$ cat src/rtl/beta_ckpt_pkg.sv
package beta_ckpt_pkg;
  typedef enum logic [2:0] {
    PH_IDLE = 3'd0,
    PH_FILL = 3'd1,
    PH_LOAD = 3'd2,
    PH_BACK = 3'd3,
    PH_FWD  = 3'd4,
    PH_DONE = 3'd5
  } phase_e;
endpackage

$ cat src/rtl/beta_ckpt_span.sv
// Geometry of the current sub-block.
module beta_ckpt_span #(
  parameter int LEN_W   = 15,
  parameter int SUB_LOG = 6
) (
  input  logic [LEN_W-1:0]         n_i,
  input  logic [LEN_W-SUB_LOG-1:0] sb_i,
  output logic [LEN_W-1:0]         base_o,
  output logic [LEN_W-1:0]         end_o,
  output logic                     last_o,
  output logic                     next_last_o
);
  localparam int CK_W    = LEN_W - SUB_LOG;
  localparam int SUB_LEN = 1 << SUB_LOG;

  logic [LEN_W-1:0] nm1;
  logic [CK_W-1:0]  last_sb;

  always_comb begin
    nm1         = n_i - 1'b1;
    last_sb     = CK_W'(nm1 >> SUB_LOG);
    base_o      = {sb_i, {SUB_LOG{1'b0}}};
    last_o      = (sb_i == last_sb);
    next_last_o = ((sb_i + 1'b1) == last_sb);
    end_o       = last_o ? n_i : base_o + LEN_W'(SUB_LEN);
  end
endmodule

$ cat src/rtl/beta_ckpt_fsm.sv
module beta_ckpt_fsm
  import beta_ckpt_pkg::*;
#(
  parameter int LEN_W   = 15,
  parameter int SUB_LOG = 6
) (
  input  logic                     clk_i,
  input  logic                     rst_ni,
  input  logic                     start_i,
  input  logic [LEN_W-1:0]         blk_len_i,
  input  logic [LEN_W-1:0]         base_i,
  input  logic [LEN_W-1:0]         end_i,
  input  logic                     last_i,
  input  logic                     next_last_i,
  output phase_e                   phase_o,
  output logic [LEN_W-1:0]         k_o,
  output logic [LEN_W-1:0]         n_o,
  output logic [LEN_W-SUB_LOG-1:0] sb_o
);
  localparam int CK_W = LEN_W - SUB_LOG;

  phase_e           phase_q, phase_d;
  logic [LEN_W-1:0] k_q, k_d, n_q, n_d;
  logic [CK_W-1:0]  sb_q, sb_d;

  always_ff @(posedge clk_i or negedge rst_ni) begin
    if (!rst_ni) begin
      phase_q <= PH_IDLE;
      k_q     <= '0;
      n_q     <= '0;
      sb_q    <= '0;
    end else begin
      phase_q <= phase_d;
      k_q     <= k_d;
      n_q     <= n_d;
      sb_q    <= sb_d;
    end
  end

  always_comb begin
    phase_d = phase_q;
    k_d     = k_q;
    n_d     = n_q;
    sb_d    = sb_q;
    unique case (phase_q)
      PH_IDLE: begin
        if (start_i && (blk_len_i != '0)) begin
          phase_d = PH_FILL;
          n_d     = blk_len_i;
          k_d     = blk_len_i - 1'b1;
          sb_d    = '0;
        end
      end
      PH_FILL: begin
        if (k_q == '0) begin
          // sb_q is 0 here, so last_i tells whether one sub-block covers N
          if (last_i) begin
            phase_d = PH_BACK;
            k_d     = n_q - 1'b1;
          end else begin
            phase_d = PH_LOAD;
          end
        end else begin
          k_d = k_q - 1'b1;
        end
      end
      PH_LOAD: begin
        phase_d = PH_BACK;
        k_d     = end_i - 1'b1;
      end
      PH_BACK: begin
        if (k_q == base_i) phase_d = PH_FWD;
        else               k_d     = k_q - 1'b1;
      end
      PH_FWD: begin
        if (k_q == end_i - 1'b1) begin
          if (last_i) begin
            phase_d = PH_DONE;
          end else begin
            sb_d = sb_q + 1'b1;
            if (next_last_i) begin
              phase_d = PH_BACK;
              k_d     = n_q - 1'b1;
            end else begin
              phase_d = PH_LOAD;
            end
          end
        end else begin
          k_d = k_q + 1'b1;
        end
      end
      PH_DONE: phase_d = PH_IDLE;
      default: phase_d = PH_IDLE;
    endcase
  end

  assign phase_o = phase_q;
  assign k_o     = k_q;
  assign n_o     = n_q;
  assign sb_o    = sb_q;
endmodule

$ cat src/rtl/beta_ckpt_decode.sv
module beta_ckpt_decode
  import beta_ckpt_pkg::*;
#(
  parameter int LEN_W   = 15,
  parameter int SUB_LOG = 6
) (
  input  phase_e                   phase_i,
  input  logic [LEN_W-1:0]         k_i,
  input  logic [LEN_W-1:0]         n_i,
  input  logic [LEN_W-1:0]         end_i,
  input  logic                     last_i,
  output logic                     busy_o,
  output logic                     done_o,
  output logic                     step_valid_o,
  output logic [LEN_W-1:0]         step_idx_o,
  output logic                     bwd_o,
  output logic                     init_o,
  output logic                     ckpt_wr_o,
  output logic                     ckpt_rd_o,
  output logic [LEN_W-SUB_LOG-1:0] ckpt_addr_o,
  output logic                     lbuf_wr_o,
  output logic                     lbuf_rd_o,
  output logic [SUB_LOG-1:0]       lbuf_addr_o,
  output logic                     out_wr_o
);
  localparam int CK_W = LEN_W - SUB_LOG;

  logic in_fill, in_load, in_back, in_fwd, top_step;

  always_comb begin
    in_fill  = (phase_i == PH_FILL);
    in_load  = (phase_i == PH_LOAD);
    in_back  = (phase_i == PH_BACK);
    in_fwd   = (phase_i == PH_FWD);
    top_step = (k_i == n_i - 1'b1);

    busy_o       = in_fill | in_load | in_back | in_fwd;
    done_o       = (phase_i == PH_DONE);
    step_valid_o = in_fill | in_back | in_fwd;
    bwd_o        = in_fill | in_back;
    step_idx_o   = in_load ? end_i : (step_valid_o ? k_i : '0);

    init_o = (in_fill & top_step) | (in_back & last_i & top_step) |
             (in_fwd & (k_i == '0));

    ckpt_wr_o   = in_fill & (k_i[SUB_LOG-1:0] == '0);
    ckpt_rd_o   = in_load;
    ckpt_addr_o = in_fill ? CK_W'(k_i >> SUB_LOG) :
                  in_load ? CK_W'(end_i >> SUB_LOG) : '0;

    lbuf_wr_o   = in_back;
    lbuf_rd_o   = in_fwd;
    lbuf_addr_o = (in_back | in_fwd) ? k_i[SUB_LOG-1:0] : '0;
    out_wr_o    = in_fwd;
  end
endmodule

$ cat src/rtl/beta_ckpt_seq.sv
module beta_ckpt_seq
  import beta_ckpt_pkg::*;
#(
  parameter int LEN_W   = 15,
  parameter int SUB_LOG = 6
) (
  input  logic                     clk_i,
  input  logic                     rst_ni,
  input  logic                     start_i,
  input  logic [LEN_W-1:0]         blk_len_i,
  output logic [2:0]               phase_o,
  output logic                     busy_o,
  output logic                     done_o,
  output logic                     step_valid_o,
  output logic [LEN_W-1:0]         step_idx_o,
  output logic                     bwd_o,
  output logic                     init_o,
  output logic                     ckpt_wr_o,
  output logic                     ckpt_rd_o,
  output logic [LEN_W-SUB_LOG-1:0] ckpt_addr_o,
  output logic                     lbuf_wr_o,
  output logic                     lbuf_rd_o,
  output logic [SUB_LOG-1:0]       lbuf_addr_o,
  output logic                     out_wr_o
);
  localparam int CK_W = LEN_W - SUB_LOG;

  phase_e           phase;
  logic [LEN_W-1:0] k, n, base, sb_end;
  logic [CK_W-1:0]  sb;
  logic             last, next_last;

  beta_ckpt_fsm #(.LEN_W(LEN_W), .SUB_LOG(SUB_LOG)) u_fsm (
    .clk_i       (clk_i),
    .rst_ni      (rst_ni),
    .start_i     (start_i),
    .blk_len_i   (blk_len_i),
    .base_i      (base),
    .end_i       (sb_end),
    .last_i      (last),
    .next_last_i (next_last),
    .phase_o     (phase),
    .k_o         (k),
    .n_o         (n),
    .sb_o        (sb)
  );

  beta_ckpt_span #(.LEN_W(LEN_W), .SUB_LOG(SUB_LOG)) u_span (
    .n_i         (n),
    .sb_i        (sb),
    .base_o      (base),
    .end_o       (sb_end),
    .last_o      (last),
    .next_last_o (next_last)
  );

  beta_ckpt_decode #(.LEN_W(LEN_W), .SUB_LOG(SUB_LOG)) u_dec (
    .phase_i      (phase),
    .k_i          (k),
    .n_i          (n),
    .end_i        (sb_end),
    .last_i       (last),
    .busy_o       (busy_o),
    .done_o       (done_o),
    .step_valid_o (step_valid_o),
    .step_idx_o   (step_idx_o),
    .bwd_o        (bwd_o),
    .init_o       (init_o),
    .ckpt_wr_o    (ckpt_wr_o),
    .ckpt_rd_o    (ckpt_rd_o),
    .ckpt_addr_o  (ckpt_addr_o),
    .lbuf_wr_o    (lbuf_wr_o),
    .lbuf_rd_o    (lbuf_rd_o),
    .lbuf_addr_o  (lbuf_addr_o),
    .out_wr_o     (out_wr_o)
  );

  assign phase_o = phase;
endmodule

$ cat config.mk
export PLATFORM = sky130hd
export DESIGN_NAME = beta_ckpt_seq
export DESIGN_NICKNAME = d
export VERILOG_FILES = /design/src/rtl/beta_ckpt_pkg.sv /design/src/rtl/beta_ckpt_span.sv /design/src/rtl/beta_ckpt_fsm.sv /design/src/rtl/beta_ckpt_decode.sv /design/src/rtl/beta_ckpt_seq.sv
export SDC_FILE = /design/constraint.sdc
export NUM_CORES = 1
export LEC_CHECK = 0
export ABC_CLOCK_PERIOD_IN_PS = 5650
export BUFFER_PORTS_ARGS = -buffer_cell sky130_fd_sc_hd__buf_2
export CORE_UTILIZATION = 56
export DETAILED_ROUTE_END_ITERATION = 16
export PLACE_DENSITY = 0.79
export REMOVE_ABC_BUFFERS = 1
export SYNTH_ARGS = -nofsm -noshare
export SYNTH_HDL_FRONTEND = slang
export SYNTH_HIERARCHICAL = 1
export SYNTH_SLANG_ARGS = --single-unit
export TNS_END_PERCENT = 30
$ cat constraint.sdc
create_clock -name clk_i -period 5.65 [get_ports clk_i]
set_input_delay 1.13 -clock clk_i [delete_from_list [all_inputs] [get_ports clk_i]]
set_output_delay 1.13 -clock clk_i [all_outputs]
set_load 0.01 [all_outputs]
==> impl_metrics.toml, run 1 <==
[run_status]
status = "finished, final reports clean"

[logic_synthesis]
synth_edf_count = 0
synth_compound_area_share_pct = 20.1
netlist_top_cells_count = "90 x xnor2_1, 78 x nor2_1, 53 x nand2_1, 49 x clkbuf_1, 42 x dfrtp_1"
synthSimpleGateAreaFrac_pct = 29.5
synth_top_family_by_area = "simple AND/OR/NAND/NOR gates"
yosys_most_used_dff = "dfrtp_1"
netlist_area_um2 = 6430
seq_area_frac_synth_pct = 16.3
synth_area_per_cell_um2 = 7.59
synthDominantCellAreaShare_pct = 16.3
ys_ff_latch = 42
ys_top_cells_by_area = "dfrtp_1 16%, xnor2_1 12%, xor2_1 5.4%, nor2_1 4.6%, mux2_2 3.7%"
synthAdderAreaFrac_pct = 1.56
synthMuxAreaShare_pct = 6.42
ys_types = 78
async_flop_share_pct = 100
synth-xor-area-share_pct = 18.4
netlist_instances = 847
synth.most_common_cell = "xnor2_1"
ys.warnings.count = 6
synth_top_area_cell = "dfrtp_1"

[global_routing]
grt_pass1_vias = 5987
track_usage_pct = 33.7
grt_max_degree = 43
grt_antenna_before_repair = 0
grt_pass1_wl_um = 31200
gr-total-overflow = 0

[floorplanning]
core-area_um2 = 11000
die_area_um2 = 11900
die_w_um = 109
io_pins = 61
die_h_um = 109
rows = 38
start_util_pct = 58.3

[setup_path]
rr_endpoint = "u_fsm/sb_o[7]"
path_max_fanout = 15
timing.rr.start = "u_fsm/n_o[5]"
path_common_cell = "or4_4"
cp_num_buf_inv = 2
critPathCaptureType = "flop"
crit_chain = "or4_4 > or2_2 > nor4b_1 > a211oi_2 > nor4b_4 > buf_4 > and2_1 > or4_4 > or4_4 > mux2_2 > o2111ai_1 > or4_4 > buf_4 > a2111oi_2 > xnor2_1 > nor2_1"
reg2reg_depth = 16
critPathKind = "reg -> reg"
crit_arrival_ns = 5.63
critPathTopFamily = "simple AND/OR/NAND/NOR gates"
max_stage_delay_ns = 0.62
crit_required_ns = 5.79
start_kind = "flop"
slowest_stage = "or4_4"
rrSetupSlack_ns = 0.16

[power]
power_density_nw_per_um2 = 448
ir_drop_mv = 0.316
p_leak_uw = 0.00273
total_power_uw = 3150

[routing]
wl_met3_um = 1880
drt-initial-drc-count = 988
wire_per_inst_um = 19.6
wl_met2_um = 9000
drtPass1Iterations = 6
met1_length_um = 8490
drt-total-wl_um = 20000
drtAntennaViolNets = 0
via_count = 6809
drc = 0
dr.max_layer_used = "met4"
via_per_inst = 6.67

[hold_path]
hp-start = "u_fsm/n_o[11]"
hold_class = "reg -> reg"
holdPathEnd = "u_fsm/n_o[11]"
min_path_cells = 1

[cells_and_area]
num_antenna_cells = 0
fillCellCount = 955
final_layout_size_suffix_gt1_share_pct = 19.2
syn2layout_area_growth_pct = 9.28
fin_nets = 906
stdcell_count = 1021

[sta]
layout_worst_path_cycle_share_pct = 97.1
final_max_slew_viol_count = 0
setup-violations-final = 0
fin_skew_ns = 0.00685
slew_headroom_pct = 32.2
holdWs_ns = 0.593
hold_viol = 0
timing.fmax_mhz = 182
timing.final.crit_period_ns = 5.49
setup_tns_ns = 0
worst_slew_pin_slew_ns = 1.02
rsz0062_at_grt = "no"

[placement]
hpwlAfterDp_um = 14600
gp_congestion = 0.950
placed_cells = 1013
port_buffers = 60

[clock_network]
cts_setup_buffers = 0
cts_max_level = 2
cts_tree = "built"
insertion_delay_ns = 0.29
clk_path_buf_depth = 2
cts_hold_buf = 0
clk_pin_slew_worst_paths_ns = 0.07
clockRootBuffer = "clkbuf_16"
cts.sinks = 42
cts_made_buffers = 5

[run]
maxCapViolCount = 0
==> sequential cells by signal (all words and copies together) (netlist names) <==
signal and flops:
u_fsm/phase_o 3, u_fsm/k_o 15, u_fsm/n_o 15, u_fsm/sb_o 9
==> worst register-to-register path: stages (launching register included) <==
cell and delay (ns):
dfrtp_1 0.44, or4_4 0.57, or2_2 0.35, nor4b_1 0.17, a211oi_2 0.28, nor4b_4 0.11
buf_4 0.21, and2_1 0.21, or4_4 0.60, or4_4 0.54, mux2_2 0.24, o2111ai_1 0.15
or4_4 0.62, buf_4 0.23, a2111oi_2 0.41, xnor2_1 0.17, nor2_1 0.06
==> placed cells by master, fill, tap and decap left out, types with 14 or more instances in the layout <==
cell     count
inv_1       23
xnor2_1     90
and2_1      17
or3_1       15
a21oi_1     24
nor2b_1     14
nor2_1      78
mux2_2      21
nand3_1     32
nor4_1      23
xor2_1      40
nor3_1      31
a22oi_1     19
buf_4       38
buf_2       60
dfrtp_1     42
nand2_1     53
o21ai_0     33
==> where the power goes <==
group	leakage, uW	internal (uW)	switching [uW]	total (uW)
Combinational	0.00213	942	1110	2060
Sequential	0.000526	409	387	796
Clock	0.0000729	175	123	298
==> area by class of cell <==
class	instances	area, um2	area share [%]
clock buffer	6	139	1.98
inverter	24	90.1	1.28
clock inverter	2	12.5	0.178
multi-input combinational	707	4940	70.3
sequential	42	1050	15.0
tap	140	175	2.49
timing repair buffer	100	617	8.78
==> kinds of logic (layout without fill, tap and decap cells) <==
logic type	Yosys count	in the layout
buffers and inverters	103	132
DFF	42	42
muxes	38	38
xor gates and xnor gates	132	132
AOI/OAI and AO/OA	178	178
adders and majority gates	8	8
and+or+nand+nor	345	345
other	1	6
==> stage by stage <==
stage,instance area (um2),setup slack [ns],util [%]
2_1_floorplan,6050,-1.27,-
6_report,7030,0.163,63.7
3_5_place_dp,6850,0.195,62.1
4_1_cts,7000,0.185,63.5
3_3_place_gp,6850,0.239,62.1
5_1_grt,7030,0.0235,63.7
==> layer usage <==
layer	global-route usage, %	up-vias
met5	0	-
met2	54.0	417
met1	45.7	3204
met4	13.6	0
met3	4.30	59
li1	-	3129
==> timing repair <==
item,4_1_cts,5_1_grt
gates resized for setup,0,5
endpoints found under the hold margin,0,0
setup endpoints to repair,0,13
==> how the worst max path moves through the flow <==
stage | cells past startpoint | to | startpoint
2_1_floorplan | 13 | u_fsm/k_o[13] | u_fsm/n_o[5]
3_3_place_gp | 16 | u_fsm/k_o[4] | u_fsm/n_o[5]
3_5_place_dp | 16 | u_fsm/k_o[4] | u_fsm/n_o[5]
4_1_cts | 16 | u_fsm/k_o[4] | u_fsm/n_o[5]
5_1_grt | 16 | u_fsm/k_o[4] | u_fsm/n_o[5]
6_report | 16 | u_fsm/sb_o[7] | u_fsm/n_o[5]
No activity file was read; power rests on OpenSTA's default activity.
==> inputs of run 2 (changes only) <==
--- a/config.mk
+++ b/config.mk
@@ -5,11 +5,11 @@
 export SDC_FILE = /design/constraint.sdc
 export NUM_CORES = 1
 export LEC_CHECK = 0
-export ABC_CLOCK_PERIOD_IN_PS = 5650
+export ABC_CLOCK_PERIOD_IN_PS = 6300
 export BUFFER_PORTS_ARGS = -buffer_cell sky130_fd_sc_hd__buf_2
-export CORE_UTILIZATION = 56
+export CORE_UTILIZATION = 62
 export DETAILED_ROUTE_END_ITERATION = 16
-export PLACE_DENSITY = 0.79
+export PLACE_DENSITY = 0.83
 export REMOVE_ABC_BUFFERS = 1
 export SYNTH_ARGS = -nofsm -noshare
 export SYNTH_HDL_FRONTEND = slang
==> constraint.sdc (replaced) <==
create_clock -name clk_i -period 6.3 [get_ports clk_i]
set_input_delay 1.26 -clock clk_i [delete_from_list [all_inputs] [get_ports clk_i]]
set_output_delay 1.26 -clock clk_i [all_outputs]
set_load 0.01 [all_outputs]
==> run 2 against run 1 <==
- clock power shrank 25%
- critical path type unchanged
- combinational power down 16%
- largest cell class unchanged
- power down 13%
- final area down 2.8%
- final cell count fell by 2.4%
- setup slack improved by 0.33 ns
- sequential cell count unchanged
==> impl_metrics.toml, run 2 (same netlist as run 1, synthesis figures left out) <==
[routing]
via_count = 6886
via_per_inst = 6.91
drtAntennaViolNets = 0
drc = 0
drt-initial-drc-count = 795
drt-total-wl_um = 20300
wire_per_inst_um = 20.4
drtPass1Iterations = 6

[floorplanning]
die_h_um = 104
die_area_um2 = 10800
rows = 36
die_w_um = 104
io_pins = 61
start_util_pct = 64.9
core-area_um2 = 9910

[sta]
slew_headroom_pct = 29.9
fin_skew_ns = 0.0148
timing.final.crit_period_ns = 5.80
rsz0062_at_grt = "no"
worst_slew_pin_slew_ns = 1.05
layout_worst_path_cycle_share_pct = 92.1
timing.fmax_mhz = 172
setup_slack_ns = 0.496
setup-violations-final = 0
final_max_slew_viol_count = 0
hold_viol = 0
holdWs_ns = 0.701

[placement]
placed_cells = 988
place_ws_ns = 0.495
port_buffers = 60
gp_congestion = 0.977
hpwlAfterDp_um = 14600

[power]
ir_drop_mv = 0.240
p_leak_uw = 0.00263
power_density_nw_per_um2 = 401
total_power_uw = 2740

[setup_path]
slowest_stage = "or4_1"
start_kind = "flop"
rrSetupSlack_ns = 0.50
max_stage_delay_ns = 0.61
path_max_fanout = 42
critPathTopFamily = "simple AND/OR/NAND/NOR gates"
critPathKind = "reg -> reg"
crit_arrival_ns = 6.03
crit_chain = "nor4_2 > nand3_1 > nor3_1 > xor2_1 > nor4b_4 > buf_4 > and2_1 > inv_1 > ha_1 > xor2_1 > o311ai_0 > nor4_1 > o2111ai_1 > or4_1 > buf_12 > o21ai_2 > buf_12 > nor4_1 > nor3_1"
crit_required_ns = 6.53
critPathCaptureType = "flop"
cp_num_buf_inv = 4

[run_status]
status = "finished, final reports clean"

[cells_and_area]
fillCellCount = 853
stdcell_count = 997
num_antenna_cells = 0
final_layout_size_suffix_gt1_share_pct = 17.2
fin_nets = 889
layout_commonest_cell = "xnor2_1"
syn2layout_area_growth_pct = 6.26
mostFrequentLayoutCells = "90 x xnor2_1, 78 x nor2_1, 60 x buf_2, 53 x nand2_1, 42 x dfrtp_1"

[clock_network]
cts.sinks = 42
cts_tree = "built"
cts_max_level = 2
cts_setup_buffers = 0
cts_hold_buf = 0
cts_made_buffers = 5
cts_repair_resize_count = 0
clockRootBuffer = "clkbuf_8"
insertion_delay_ns = 0.32
clk_pin_slew_worst_paths_ns = 0.09
clk_path_buf_depth = 2

[global_routing]
grt_pass1_vias = 6399
grt_max_degree = 43
track_usage_pct = 37.2
grt_antenna_before_repair = 0
grt_pass1_wl_um = 32600
gr-total-overflow = 0

[hold_path]
hold_class = "reg -> reg"

[run]
maxCapViolCount = 0
## run 2: report_power, final
part	leakage [uW]	switching (uW)	total (uW)	internal [uW]
Combinational	0.00204	926	1740	811
Sequential	0.000526	415	780	365
Clock	0.0000579	106	223	117
## run 2: per-stage QoR
stage                     TNS [ns]  cell area (um2)  util, %
after floorplan              -7.60             6050        -
after global placement           0             6720     67.8
after detailed placement         0             6720     67.8
after CTS                        0             6830     68.9
after global routing             0             6840     69.0
final                            0             6840     69.0
## run 2: path summary, 6_finish.rpt
check	from	to	cells after the start
max	u_fsm/n_o[0]	u_fsm/k_o[2]	19
min	u_fsm/sb_o[8]	u_fsm/sb_o[8]	2
max reg2reg	u_fsm/n_o[0]	u_fsm/k_o[2]	19
min reg2reg	u_fsm/sb_o[8]	u_fsm/sb_o[8]	2
max in group asynchronous	rst_ni	u_fsm/n_o[12]	1
min in group asynchronous	rst_ni	u_fsm/n_o[0]	1
## run 2: final cells by class
cell class / count / area, um2 / share of cell area [%]
Timing Repair Buffer: 83 / 498 / 7.29
Multi-Input combinational cell: 707 / 4920 / 72.0
Inverter: 24 / 90.1 / 1.32
Clock buffer: 5 / 68.8 / 1.01
Clock inverter: 3 / 40.0 / 0.586
Tap cell: 133 / 166 / 2.43
Sequential cell: 42 / 1050 / 15.4
## run 2: layer usage
| layer | vias up | wire, um | share of wire (%) | global-route usage [%] |
|---|---|---|---|---|
| met5 | - | 0 | 0 | 0 |
| met4 | 0 | 567 | 2.8 | 15.9 |
| met3 | 63 | 2190 | 11 | 5.20 |
| met2 | 501 | 9330 | 46 | 60.6 |
| met1 | 3226 | 8240 | 41 | 49.1 |
| li1 | 3096 | - | - | - |
## run 2: worst register-to-register path: stages (launching register included)
cell and delay (ns):
dfrtp_1 0.49, nor4_2 0.47, nand3_1 0.30, nor3_1 0.26, xor2_1 0.14, nor4b_4 0.52
buf_4 0.24, and2_1 0.19, inv_1 0.06, ha_1 0.34, xor2_1 0.19, o311ai_0 0.15
nor4_1 0.49, o2111ai_1 0.18, or4_1 0.61, buf_12 0.21, o21ai_2 0.34, buf_12 0.22
nor4_1 0.09, nor3_1 0.23
==> inputs of run 3 (changes only) <==
--- a/config.mk
+++ b/config.mk
@@ -13,6 +13,5 @@
 export REMOVE_ABC_BUFFERS = 1
 export SYNTH_ARGS = -nofsm -noshare
 export SYNTH_HDL_FRONTEND = slang
-export SYNTH_HIERARCHICAL = 1
 export SYNTH_SLANG_ARGS = --single-unit
 export TNS_END_PERCENT = 30
==> run 3 against run 2 <==
- setup slack worse by 0.28 ns
- non-clock buffer count increased by 12
- largest power group unchanged
- sequential cell count did not move
- clock skew fell by 0.0031 ns
- worst hold slack got worse by 0.13 ns
==> impl_metrics.toml, run 3 <==
[logic_synthesis]
netlist_top_cells_count = "63 x nand2_1, 58 x xnor2_1, 53 x clkbuf_1, 52 x nor2_1, 48 x xor2_1"
synth_area_per_cell_um2 = 7.53
synth.most_common_cell = "nand2_1"
synthDominantCellAreaShare_pct = 17.4
netlist_instances = 802
async_flop_share_pct = 100
ys.warnings.count = 0
netlist_area_um2 = 6040
ys_ff_latch = 42
yosys_most_used_dff = "dfrtp_1"
synth_edf_count = 0
ys_top_cells_by_area = "dfrtp_1 17%, xnor2_1 8.4%, xor2_1 7.0%, nand2_1 3.9%, o21ai_0 3.7%"
synth_top_area_cell = "dfrtp_1"
seq_area_frac_synth_pct = 17.4
ys_types = 84

[cells_and_area]
stdcell_count = 960
fin_nets = 854
num_antenna_cells = 0
final_layout_size_suffix_gt1_share_pct = 18.3
syn2layout_area_growth_pct = 8.99
mostFrequentLayoutCells = "63 x nand2_1, 60 x buf_2, 58 x xnor2_1, 51 x nor2_1, 48 x xor2_1"
layout_commonest_cell = "nand2_1"
fin_util_pct = 70.6
fillCellCount = 814

[power]
power_density_nw_per_um2 = 599
p_leak_uw = 0.00270
p_comb_share_pct = 74.7
switching_share_pct = 58.1
ir_drop_mv = 0.396
p_int_uw = 1650
p_switching_uw = 2290
clockPowerShare_pct = 5.6
seqPwrFrac_pct = 19.6

[floorplanning]
die_h_um = 101
io_pins = 61
rows = 35
die_area_um2 = 10100
start_util_pct = 64.7
die_w_um = 101
core-area_um2 = 9330

[placement]
port_buffers = 60
placed_cells = 950
place_ws_ns = 0.247
gp_congestion = 1.15
hpwlAfterDp_um = 17400

[setup_path]
rrSetupSlack_ns = 0.22
rr_endpoint = "u_fsm.k_o[6]"
max_stage_delay_ns = 0.54
reg2reg_depth = 19
timing.rr.start = "u_fsm.n_o[0]"
critPathTopFamily = "compound AO/OA/AOI/OAI gates"
critPathCaptureType = "flop"
crit_required_ns = 6.50
slowest_stage = "a2111oi_4"
cp_num_buf_inv = 1
start_kind = "flop"
path_max_fanout = 9
critPathKind = "reg -> reg"
crit_arrival_ns = 6.28
crit_chain = "or4_4 > or3_4 > o311a_1 > nor4b_4 > nand4_1 > nor2_2 > nand2_1 > ha_1 > xnor2_1 > nor3_1 > o221ai_1 > a311o_1 > a211o_1 > a2111oi_2 > o2111ai_2 > a2111oi_4 > buf_4 > o21ai_1 > a211oi_2"

[routing]
via_count = 6913
drt-initial-drc-count = 1055
drtPass1Iterations = 6
drtAntennaViolNets = 0
via_per_inst = 7.20
wire_per_inst_um = 24.6
drc = 0
drt-total-wl_um = 23600

[sta]
layout_worst_path_cycle_share_pct = 96.5
setup_slack_ns = 0.219
setup-violations-final = 0
final_max_slew_viol_count = 0
slew_headroom_pct = 6.93
timing.final.crit_period_ns = 6.08
timing.fmax_mhz = 164
holdWs_ns = 0.571
fin_skew_ns = 0.0117
hold_viol = 0
worst_slew_pin_slew_ns = 1.38

[run]
maxCapViolCount = 0

[global_routing]
grt_max_degree = 43
track_usage_pct = 47.0
grt_pass1_wl_um = 35700
grt_antenna_before_repair = 0
gr-total-overflow = 0
grt_pass1_vias = 6342

[clock_network]
cts_made_buffers = 5
insertion_delay_ns = 0.31
clk_pin_slew_worst_paths_ns = 0.09
cts.sinks = 42
cts_tree = "built"
cts_max_level = 2
clk_path_buf_depth = 2
cts_hold_buf = 0
clockRootBuffer = "clkbuf_8"

[hold_path]
hp-start = "u_fsm.n_o[9]"
holdPathEnd = "u_fsm.n_o[9]"
min_path_cells = 1
hold_class = "reg -> reg"

[run_status]
status = "finished, final reports clean"
[run 3: per-layer routing]
metal,global-route usage (%),share of wire [%],vias up
met5,0,0,-
met3,11.9,14,146
met1,60.9,37,3162
met2,71.3,42,580
li1,-,-,3025
met4,26.5,6.7,0
[run 3: timing repair]
action / 4_1_cts / 5_1_grt
setup endpoints to repair: 0 / 27
buffers inserted: 0 / 2
resized for setup: 0 / 7
[run 3: cells by family (layout without fill, tap and decap cells)]
family          count (synthesis)  in the layout  synth area share (%)
mux                            22             22                  3.96
fa+ha+maj                       6              6                  1.24
compound gates                227            227                  27.5
simple gates                  293            293                  26.1
buf+inv                       103            132                  7.23
flops                          42             42                  17.4
xor+xnor                      109            109                  16.5
[run 3: final cells by class]
class / instances / area, um2 / share of cell area [%]
Multi-Input combinational cell: 657 / 4590 / 69.8
Clock buffer: 7 / 76.3 / 1.16
Inverter: 29 / 109 / 1.65
Sequential cell: 42 / 1050 / 16.0
Timing Repair Buffer: 95 / 563 / 8.55
Clock inverter: 1 / 30.0 / 0.456
Tap cell: 129 / 161 / 2.45
[run 3: how the worst max path moves through the flow]
| stage | start | end | slack [ns] | cells after the start |
|---|---|---|---|---|
| 5_1_grt | u_fsm.n_o[1] | u_fsm.k_o[10] | -0.08 | 19 |
| 2_1_floorplan | u_fsm.n_o[6] | u_fsm.k_o[10] | -0.21 | 19 |
| 3_5_place_dp | u_fsm.n_o[3] | u_fsm.sb_o[5] | 0.25 | 18 |
| 3_3_place_gp | u_fsm.n_o[3] | u_fsm.k_o[6] | 0.29 | 19 |
| 6_report | u_fsm.n_o[0] | u_fsm.k_o[6] | 0.22 | 19 |
| 4_1_cts | u_fsm.n_o[3] | u_fsm.k_o[10] | 0.18 | 19 |
[run 3: stage by stage]
step	power [uW]	cell area [um2]	setup TNS (ns)
floorplan	2530	5710	-2.63
global placement	3500	6430	0
detailed placement	3540	6430	0
CTS	3770	6530	0
global route	4110	6580	-0.132
finish	3940	6580	0
[run 3: power groups by stage]
| stage | Sequential [uW] | Combinational (uW) | Clock, uW |
|---|---|---|---|
| final | 773 | 2950 | 222 |
| after global routing | 781 | 3100 | 231 |
| after CTS | 746 | 2810 | 220 |
| after detailed placement | 751 | 2790 | 0 |
| after global placement | 742 | 2760 | 0 |
| after floorplan | 685 | 1850 | 0 |
